<file path="src/rtl/usbpm_pkg.sv">
package usbpm_pkg;

    localparam logic [1:0] SPD_LOW     = 2'd0;
    localparam logic [1:0] SPD_FULL    = 2'd1;

    localparam logic [1:0] LINE_SE0    = 2'b00;
    localparam logic [1:0] LINE_J_FULL = 2'b10;
    localparam logic [1:0] LINE_J_LOW  = 2'b01;

    typedef enum logic [4:0] {
        PM_ACTIVE = 5'b00001,
        PM_IDLE   = 5'b00010,
        PM_PDOWN  = 5'b00100,
        PM_SUSP   = 5'b01000,
        PM_PUP    = 5'b10000
    } pm_state_e;

    typedef enum logic [1:0] {
        STEP_A = 2'd0,
        STEP_B = 2'd1,
        STEP_C = 2'd2
    } seq_step_e;

    // Line value that counts as bus idle for a given speed mode
    function automatic logic [1:0] idle_pattern(input logic [1:0] spd);
        case (spd)
            SPD_LOW:  idle_pattern = LINE_J_LOW;
            SPD_FULL: idle_pattern = LINE_J_FULL;
            default:  idle_pattern = LINE_SE0;
        endcase
    endfunction

endpackage

</file>
<file path="src/rtl/usbpm_idle_mon.sv">
module usbpm_idle_mon
    import usbpm_pkg::*;
#(
    parameter int SUSPEND_US   = 3000,
    parameter int GATE_US      = 4,
    parameter int WAKE_SAMPLES = 2
) (
    input  logic       clk,
    input  logic       rst_n,
    input  logic [1:0] line_st,
    input  logic [1:0] speed,
    input  logic       tick_1us,
    output logic       line_idle,
    output logic       gate_ok,
    output logic       susp_ok,
    output logic       wake_ok
);

    localparam int CNT_TOP = SUSPEND_US + 1;
    localparam int CW      = $clog2(CNT_TOP + 1);
    localparam int AW      = $clog2(WAKE_SAMPLES + 1);

    typedef struct packed {
        logic [CW-1:0] idle_cnt;
        logic [AW-1:0] act_cnt;
    } mon_regs_t;

    mon_regs_t r_d, r_q;
    logic      idle_now;

    always_comb begin
        idle_now = (line_st == idle_pattern(speed));
        r_d      = r_q;

        // idle time in microseconds, saturating just past the suspend limit
        if (!idle_now) begin
            r_d.idle_cnt = '0;
        end else if (tick_1us && (r_q.idle_cnt != CW'(CNT_TOP))) begin
            r_d.idle_cnt = r_q.idle_cnt + 1'b1;
        end

        // consecutive non-idle samples, saturating at the wake count
        if (idle_now) begin
            r_d.act_cnt = '0;
        end else if (r_q.act_cnt != AW'(WAKE_SAMPLES)) begin
            r_d.act_cnt = r_q.act_cnt + 1'b1;
        end
    end

    always_ff @(posedge clk or negedge rst_n) begin
        if (!rst_n) begin
            r_q <= '0;
        end else begin
            r_q <= r_d;
        end
    end

    assign line_idle = idle_now;
    assign gate_ok   = (r_q.idle_cnt >= CW'(GATE_US));
    assign susp_ok   = (r_q.idle_cnt == CW'(CNT_TOP));
    assign wake_ok   = (r_q.act_cnt == AW'(WAKE_SAMPLES));

endmodule

</file>
<file path="src/rtl/usbpm_seq.sv">
module usbpm_seq
    import usbpm_pkg::*;
(
    input  logic      clk,
    input  logic      rst_n,
    input  logic      line_idle,
    input  logic      gate_ok,
    input  logic      susp_ok,
    input  logic      wake_ok,
    input  logic      pwr_good,
    output pm_state_e state,
    output logic      core_clk_en,
    output logic      clk_slow,
    output logic      iso,
    output logic      save,
    output logic      restore,
    output logic      sw_on
);

    typedef struct packed {
        pm_state_e st;
        seq_step_e step;
    } seq_regs_t;

    seq_regs_t s_d, s_q;

    always_comb begin
        s_d = s_q;
        case (s_q.st)
            PM_ACTIVE: begin
                if (gate_ok && line_idle) begin
                    s_d.st = PM_IDLE;
                end
            end
            PM_IDLE: begin
                if (!line_idle) begin
                    s_d.st = PM_ACTIVE;
                end else if (susp_ok) begin
                    s_d.st   = PM_PDOWN;
                    s_d.step = STEP_A;
                end
            end
            PM_PDOWN: begin
                case (s_q.step)
                    STEP_A:  s_d.step = STEP_B;
                    STEP_B:  s_d.step = STEP_C;
                    default: begin
                        s_d.st   = PM_SUSP;
                        s_d.step = STEP_A;
                    end
                endcase
            end
            PM_SUSP: begin
                if (wake_ok) begin
                    s_d.st   = PM_PUP;
                    s_d.step = STEP_A;
                end
            end
            PM_PUP: begin
                case (s_q.step)
                    STEP_A: begin
                        if (pwr_good) begin
                            s_d.step = STEP_B;
                        end
                    end
                    STEP_B:  s_d.step = STEP_C;
                    default: begin
                        s_d.st   = PM_ACTIVE;
                        s_d.step = STEP_A;
                    end
                endcase
            end
            default: begin
                s_d.st   = PM_ACTIVE;
                s_d.step = STEP_A;
            end
        endcase
    end

    always_ff @(posedge clk or negedge rst_n) begin
        if (!rst_n) begin
            s_q <= '{st: PM_ACTIVE, step: STEP_A};
        end else begin
            s_q <= s_d;
        end
    end

    // output decode from registered state only
    always_comb begin
        core_clk_en = 1'b0;
        clk_slow    = 1'b1;
        iso         = 1'b0;
        save        = 1'b0;
        restore     = 1'b0;
        sw_on       = 1'b1;
        case (s_q.st)
            PM_ACTIVE: begin
                core_clk_en = 1'b1;
                clk_slow    = 1'b0;
            end
            PM_PDOWN: begin
                iso   = 1'b1;
                save  = (s_q.step == STEP_B);
                sw_on = (s_q.step != STEP_C);
            end
            PM_SUSP: begin
                iso   = 1'b1;
                sw_on = 1'b0;
            end
            PM_PUP: begin
                iso     = (s_q.step != STEP_C);
                restore = (s_q.step == STEP_B);
            end
            default: begin
                core_clk_en = 1'b0;
            end
        endcase
    end

    assign state = s_q.st;

endmodule

</file>
<file path="src/rtl/usb_suspend_pm.sv">
module usb_suspend_pm
    import usbpm_pkg::*;
#(
    parameter int GATE_US      = 4,
    parameter int SUSPEND_US   = 3000,
    parameter int DEADLINE_US  = 10000,
    parameter int WAKE_SAMPLES = 2
) (
    input  logic       clk,
    input  logic       rst_n,
    input  logic [1:0] line_st,
    input  logic [1:0] speed,
    input  logic       tick_1us,
    input  logic       pwr_good,
    output logic       fifo_clk_en,
    output logic       txrx_clk_en,
    output logic       bus_clk_slow,
    output logic       iso_en,
    output logic       ret_save,
    output logic       ret_restore,
    output logic       pwr_sw_on,
    output logic [4:0] pm_state
);

    logic      line_idle, gate_ok, susp_ok, wake_ok;
    logic      core_clk_en;
    pm_state_e state;

    usbpm_idle_mon #(
        .SUSPEND_US  (SUSPEND_US),
        .GATE_US     (GATE_US),
        .WAKE_SAMPLES(WAKE_SAMPLES)
    ) u_mon (
        .clk      (clk),
        .rst_n    (rst_n),
        .line_st  (line_st),
        .speed    (speed),
        .tick_1us (tick_1us),
        .line_idle(line_idle),
        .gate_ok  (gate_ok),
        .susp_ok  (susp_ok),
        .wake_ok  (wake_ok)
    );

    usbpm_seq u_seq (
        .clk        (clk),
        .rst_n      (rst_n),
        .line_idle  (line_idle),
        .gate_ok    (gate_ok),
        .susp_ok    (susp_ok),
        .wake_ok    (wake_ok),
        .pwr_good   (pwr_good),
        .state      (state),
        .core_clk_en(core_clk_en),
        .clk_slow   (bus_clk_slow),
        .iso        (iso_en),
        .save       (ret_save),
        .restore    (ret_restore),
        .sw_on      (pwr_sw_on)
    );

    assign fifo_clk_en = core_clk_en;
    assign txrx_clk_en = core_clk_en;
    assign pm_state    = state;

endmodule

</file>
<file path="config.mk">
export PLATFORM = sky130hd
export DESIGN_NAME = usb_suspend_pm
export DESIGN_NICKNAME = d
export VERILOG_FILES = /design/src/rtl/usbpm_pkg.sv /design/src/rtl/usbpm_idle_mon.sv /design/src/rtl/usbpm_seq.sv /design/src/rtl/usb_suspend_pm.sv
export SDC_FILE = /design/constraint.sdc
export NUM_CORES = 1
export LEC_CHECK = 0
export CORE_AREA = 10 10 72 62
export CTS_CLUSTER_DIAMETER = 80
export DETAILED_ROUTE_END_ITERATION = 7
export DIE_AREA = 0 0 82 72
export GPL_TIMING_DRIVEN = 0
export MAX_ROUTING_LAYER = met4
export PLACE_DENSITY = 0.85
export SLEW_MARGIN = 30
export SYNTH_ARGS = -nofsm -noshare
export SYNTH_HDL_FRONTEND = slang
export SYNTH_SLANG_ARGS = --single-unit
</file>
<file path="constraint.sdc">
create_clock -name clk -period 1.83 [get_ports clk]
set_input_delay 0.366 -clock clk [delete_from_list [all_inputs] [get_ports clk]]
set_output_delay 0.366 -clock clk [all_outputs]
set_load 0.005 [all_outputs]
</file>
# Word-level counts from Yosys, hierarchy flattened
# Index checks and enable logic that the tools add are counted.
[classes] addsub=2 magnitude_cmp=1 n_eq_ne=22 muxes=23 bitwise_logic=1 reduce_logical=9
[ops] cell="$pmux W5 S5" count=1
[ops] cell="$mux W12" count=2
[ops] cell="$mux W5" count=4
[ops] cell="$mux W7" count=2
[ops] cell="$ne A2 B2 Y1 const B" count=7
[ops] cell="$add A12 B1 Y12 const B" count=1
[ops] cell="$eq A12 B12 Y1 const B" count=1
[ops] cell="$ge A12 B3 Y1 const B" count=1
[ops] cell="$ne A12 B12 Y1 const B" count=1
[ops] cell="$pmux W2 S2" count=3
[ops] cell="$pmux W2 S5" count=1
[ops] cell="$reduce_and A5 Y1" count=2
[ops] cell="$mux W2" count=4
[ops] cell="$ne A3 B3 Y1 const B" count=2
[ops] cell="$eq A5 B1 Y1 const B" count=1
[ops] cell="$eq A5 B2 Y1 const B" count=1
[ops] cell="$eq A5 B3 Y1 const B" count=1
[ops] cell="$eq A5 B4 Y1 const B" count=1
[ops] cell="$eq A5 B5 Y1 const B" count=1
[ops] cell="$eq A2 B1 Y1 const B" count=2
[ops] cell="$logic_not A2 Y1" count=2
[ops] cell="$mux W1" count=4
[ops] cell="$ne A2 B1 Y1 const B" count=2
[ops] cell="$pmux W1 S2" count=2
[ops] cell="7 further kinds" count=9
[word_totals] reg_bits=21 output_inout_bits=12 word_cells=62

# Depth between registers and ports, before layout
[depth] ltp_word=6 depth_mapped=7 mapped_depth_nobuf=6

# Modules after synthesis
# A second synthesis with hierarchy kept.
[unflattened] hier_cells=159 area_unflattened_um2=1437.6
[by_module_without_submodules] module="usbpm_idle_mon" n_inst=1 cells_each=86 area_each_um2=813.3 seq_area_each_um2=350.3
[by_module_without_submodules] module="usbpm_seq" n_inst=1 cells_each=72 area_each_um2=616.8 seq_area_each_um2=176.4
[by_module_without_submodules] module="usb_suspend_pm" n_inst=1 cells_each=1 area_each_um2=7.5 seq_area_each_um2=0.0

# Worst setup path before layout
# Ideal clock, no wire load.
[synth_path] path_type="reg-to-reg" startpoint="reg u_mon.r_q[0] (netlist bit)" endpoint="reg u_seq.s_q[0] (netlist bit)" t_arrival_ns=1.717 t_required_ns=1.703 path_slack_ns=-0.014 path_stages_with_launch=7 synth_period_minus_slack_ns=1.844 path_cell_list="dfrtp_1 inv_1 ha_1 or3b_2 a2111oi_2 a2111o_1 nand3_1"
[synth_between] elab_chain_cells=3
[synth_rtl] item="start, declared" line_no="usbpm_idle_mon.sv:28" text="mon_regs_t r_d, r_q;"
[synth_rtl] item="start signal, assigned" line_no="usbpm_idle_mon.sv:54" text="r_q <= r_d;"
[synth_rtl] item="$eq A2 B2 Y1" line_no="usbpm_idle_mon.sv:61" text="assign wake_ok = (r_q.act_cnt == AW'(WAKE_SAMPLES));"
[synth_rtl] item="$ne A2 B2 Y1 (no source line)"
[synth_rtl] item="$reduce_and A5 Y1 (no source line)"
[synth_rtl] item="end signal, assigned" line_no="usbpm_seq.sv:82" text="s_q <= '{st: PM_ACTIVE, step: STEP_A};"
[synth_rtl] item="end, declared" line_no="usbpm_seq.sv:25" text="seq_regs_t s_d, s_q;"
# Every way passes these cells.
# A chain may end at the register's enable or synchronous reset.

# Worst setup path after layout
[layout_path] startpoint="reg u_seq.s_q (netlist bit u_seq.state[2])" endpoint="out pwr_sw_on"
[layout_between] elab_chain_cells=2
[layout_rtl] item="$eq A5 B4 Y1 or $eq A5 B3 Y1 (tied branches)" line_no="usbpm_seq.sv:96" text="case (s_q.st)"
[layout_rtl] item="$pmux W1 S2 (*)" line_no="usbpm_seq.sv:96"
[layout_rtl] item="end, declared" line_no="usb_suspend_pm.sv:21" text="output logic pwr_sw_on,"
# Mark *: on every way between the ends. The rest lies on a longest branch, timed or not.

==> flow_summary_export.csv <==
group,metric,value,unit
routing,drt_wl_total,4590,um
timing,layout_setup_ws,-0.0831,ns
timing,holdWs,0.0407,ns
power_and_ir_drop,power_density,820,nW/um2
timing,fin_tns_setup,-0.192,ns
worst_setup_path,cp_max_fo,9,
logic_synthesis,yosysTopAreaCell,"dfrtp_1",
routing,postRouteAntennaNets,0,
worst_setup_path,cp.required,1.46,ns
logic_synthesis,synth_ff_type,"dfrtp_1",
cts,cts_made_buffers,3,
worst_setup_path,slowest_delay,0.40,ns
worst_setup_path,critPathTopFamily,"buffers and inverters",
floorplanning,die_w,82,um
global_route,grt_first_pass_wirelength,6650,um
logic_synthesis,synth_edf_count,0,
timing,period_share,105,%
worst_setup_path,cp-startpoint,"u_seq.state[2]",
global_route,grt_pass1_vias,1392,
timing,rsz0062_at_grt,"true",
cts,cts_root_buf,"clkbuf_8",
timing,worstMarginPinSlew,0.486,ns
final_layout,drive_above_1_share,40.6,%
timing,fin_skew,0.00503,ns
logic_synthesis,syn_inst,159,
worst_setup_path,crit_buf_inv,3,
logic_synthesis,ys_seq_area_share,37.1,%
final_layout,syn_to_final_growth,44.9,%
routing,drtIter0Drc,191,
floorplanning,rows,18,
worst_setup_path,crit_path_end_kind,"output pin",
cts,clk_latency,0.27,ns
status,status,"complete, but fails checks",
floorplanning,start_util,47.1,%
floorplanning,die_y,72,um
routing,drtPass1Iterations,4,
min_path,min_path_type,"in -> async",
worst_setup_path,start_kind,"flop",
timing,slew_violations,0,
timing,period_minus_slack,1.91,ns
global_route,overflow,0,
placed_design,place_ws,-0.356,ns
logic_synthesis,yosys_warnings,0,
worst_setup_path,crit_chain,"clkbuf_16 -> buf_8 -> nor4bb_1 -> o21ai_2 -> buf_2",
logic_synthesis,synth_top_area_share,35.2,%
logic_synthesis,ys_async_sr_fraction,100,%
global_route,grt_usage,14.3,%
logic_synthesis,syn_area,1420,um2
cts,cts_tree,"built",
logic_synthesis,synth-seq-cells,21,
routing,wire_per_inst,18.6,um
final_layout,diodes,0,
worst_setup_path,crit_arrival,1.55,ns
worst_setup_path,critical_path_class,"reg -> out",
cts,cts.reportedPaths.clkPinSlew,0.08,ns
final_layout,fill_cells,226,
worst_setup_path,crit_slowest_cell,"dfrtp_2",
final_layout,mostFrequentLayoutCell,"buf_4",
global_route,grt_max_degree,22,
final_layout,nets,220,
worst_setup_path,rrSetupSlack,-0.04,ns
cts,cts_buffer_depth,2,
logic_synthesis,post_synth.cell_area_avg,8.94,um2
power_and_ir_drop,finalPower,1.69,mW
placed_design,place_congestion,0.877,
status,violations,"setup timing",
timing,hold_viol,0,
worst_setup_path,regToRegStartpoint,"u_seq.state[1]",
placed_design,hpwl,2400,um
placed_design,io_buffers,19,
routing,via_per_inst,5.96,
timing,fmax,523,MHz
floorplanning,ios,20,
timing,setup_viol,4,
logic_synthesis,synth_cell_types,46,
timing,relSlewSlack,67.6,%
power_and_ir_drop,power_leakage,0.890,nW
floorplanning,core-area,3020,um2
run,drv_cap,0,
final_layout,post-route-util,68.2,%
floorplanning,design.die.area,5900,um2
logic_synthesis,synth_area_leaders,"dfrtp_1 35%, nor2_1 5.5%, xor2_1 3.7%",
final_layout,mostFrequentLayoutCells,"30 x buf_4, 15 x nor2_1, 14 x dfrtp_1",
global_route,antenna_found_initial,0,
cts,cts_sinks,21,
routing,drc,0,
power_and_ir_drop,peakVddDrop,0.773,mV
cts,htreeDepth,1,
logic_synthesis,synth_fp_nets,171,
routing,vias,1472,
==> kinds of logic (layout without fill, tap and decap cells) <==
family                   count (synthesis)  after routing  synth area share, %
AO/OA/AOI/OAI                           26             26                 13.3
flip-flops                              21             21                 37.1
buffers and inverters                   19             67                 7.75
adder cells (fa/ha/maj)                  4              4                 3.52
XOR/XNOR                                10             10                 6.16
AND/OR/NAND/NOR                         79             79                 32.2
==> cell usage after synthesis, drive strengths merged, types with 4 or more instances <==
cell type	n
nor2	21
xor2	6
xnor2	4
or3	4
nor4b	5
nand4	5
dfrtp	20
o21ai	4
clkbuf	4
a21oi	8
nand3	7
ha	4
or4	4
inv	6
nor3	5
buf	9
nand2b	5
nand2	9
==> sequential cells by signal, summed over array words and instances, names as in the netlist <==
register / cells
u_seq.state: 5
u_mon.r_q: 14
u_seq.s_q: 2
==> stage by stage <==
step                instance area [um2]  std cells
global placement                   1670        218
detailed placement                 1670        218
CTS                                1940        238
global route                       2060        247
finish                             2060        247
floorplan                          1430        159
==> what timing repair did <==
action,in CTS,in global routing
pin swaps,5,11
setup endpoints to repair,24,12
hold buffers,0,0
gates cloned,0,1
gates resized for setup,56,25
buffers inserted,18,10
==> power by group <==
| group | leakage (nW) | switching, mW | internal, mW |
|---|---|---|---|
| sequential | 0.275 | 0.0451 | 0.515 |
| clock | 0.0228 | 0.161 | 0.156 |
| combinational | 0.592 | 0.377 | 0.434 |
| total | 0.890 | 0.583 | 1.11 |
==> worst paths after layout <==
check	cells past startpoint	endpoint
setup / recovery	5	pwr_sw_on
setup reg to reg	5	u_seq.s_q[0]
hold reg to reg	2	u_mon.r_q[3]
max in group asynchronous	1	u_seq.s_q[0]
min in group clk	3	u_mon.r_q[3]
hold / removal	1	u_seq.state[3]
==> area by class of cell <==
cell class / instances / area, um2 / share of cell area (%)
plain buffers: 10 / 101 / 4.92
clock buffers: 4 / 45.0 / 2.19
inverters: 6 / 25.0 / 1.22
multi-input cells: 119 / 918 / 44.6
flip-flops and latches: 21 / 534 / 25.9
well taps: 40 / 50.0 / 2.43
repair buffers: 47 / 385 / 18.7
==> per-layer routing <==
| metal | share of wire [%] | global-route usage (%) | vias up | wire length (um) |
|---|---|---|---|---|
| met5 | 0 | - | - | 0 |
| met1 | 39 | 17.7 | 712 | 1780 |
| met2 | 50 | 23.7 | 82 | 2300 |
| li1 | - | - | 665 | - |
| met3 | 8.5 | 2.59 | 13 | 390 |
| met4 | 2.6 | 3.21 | 0 | 119 |
No activity file was read; power rests on OpenSTA's default activity.
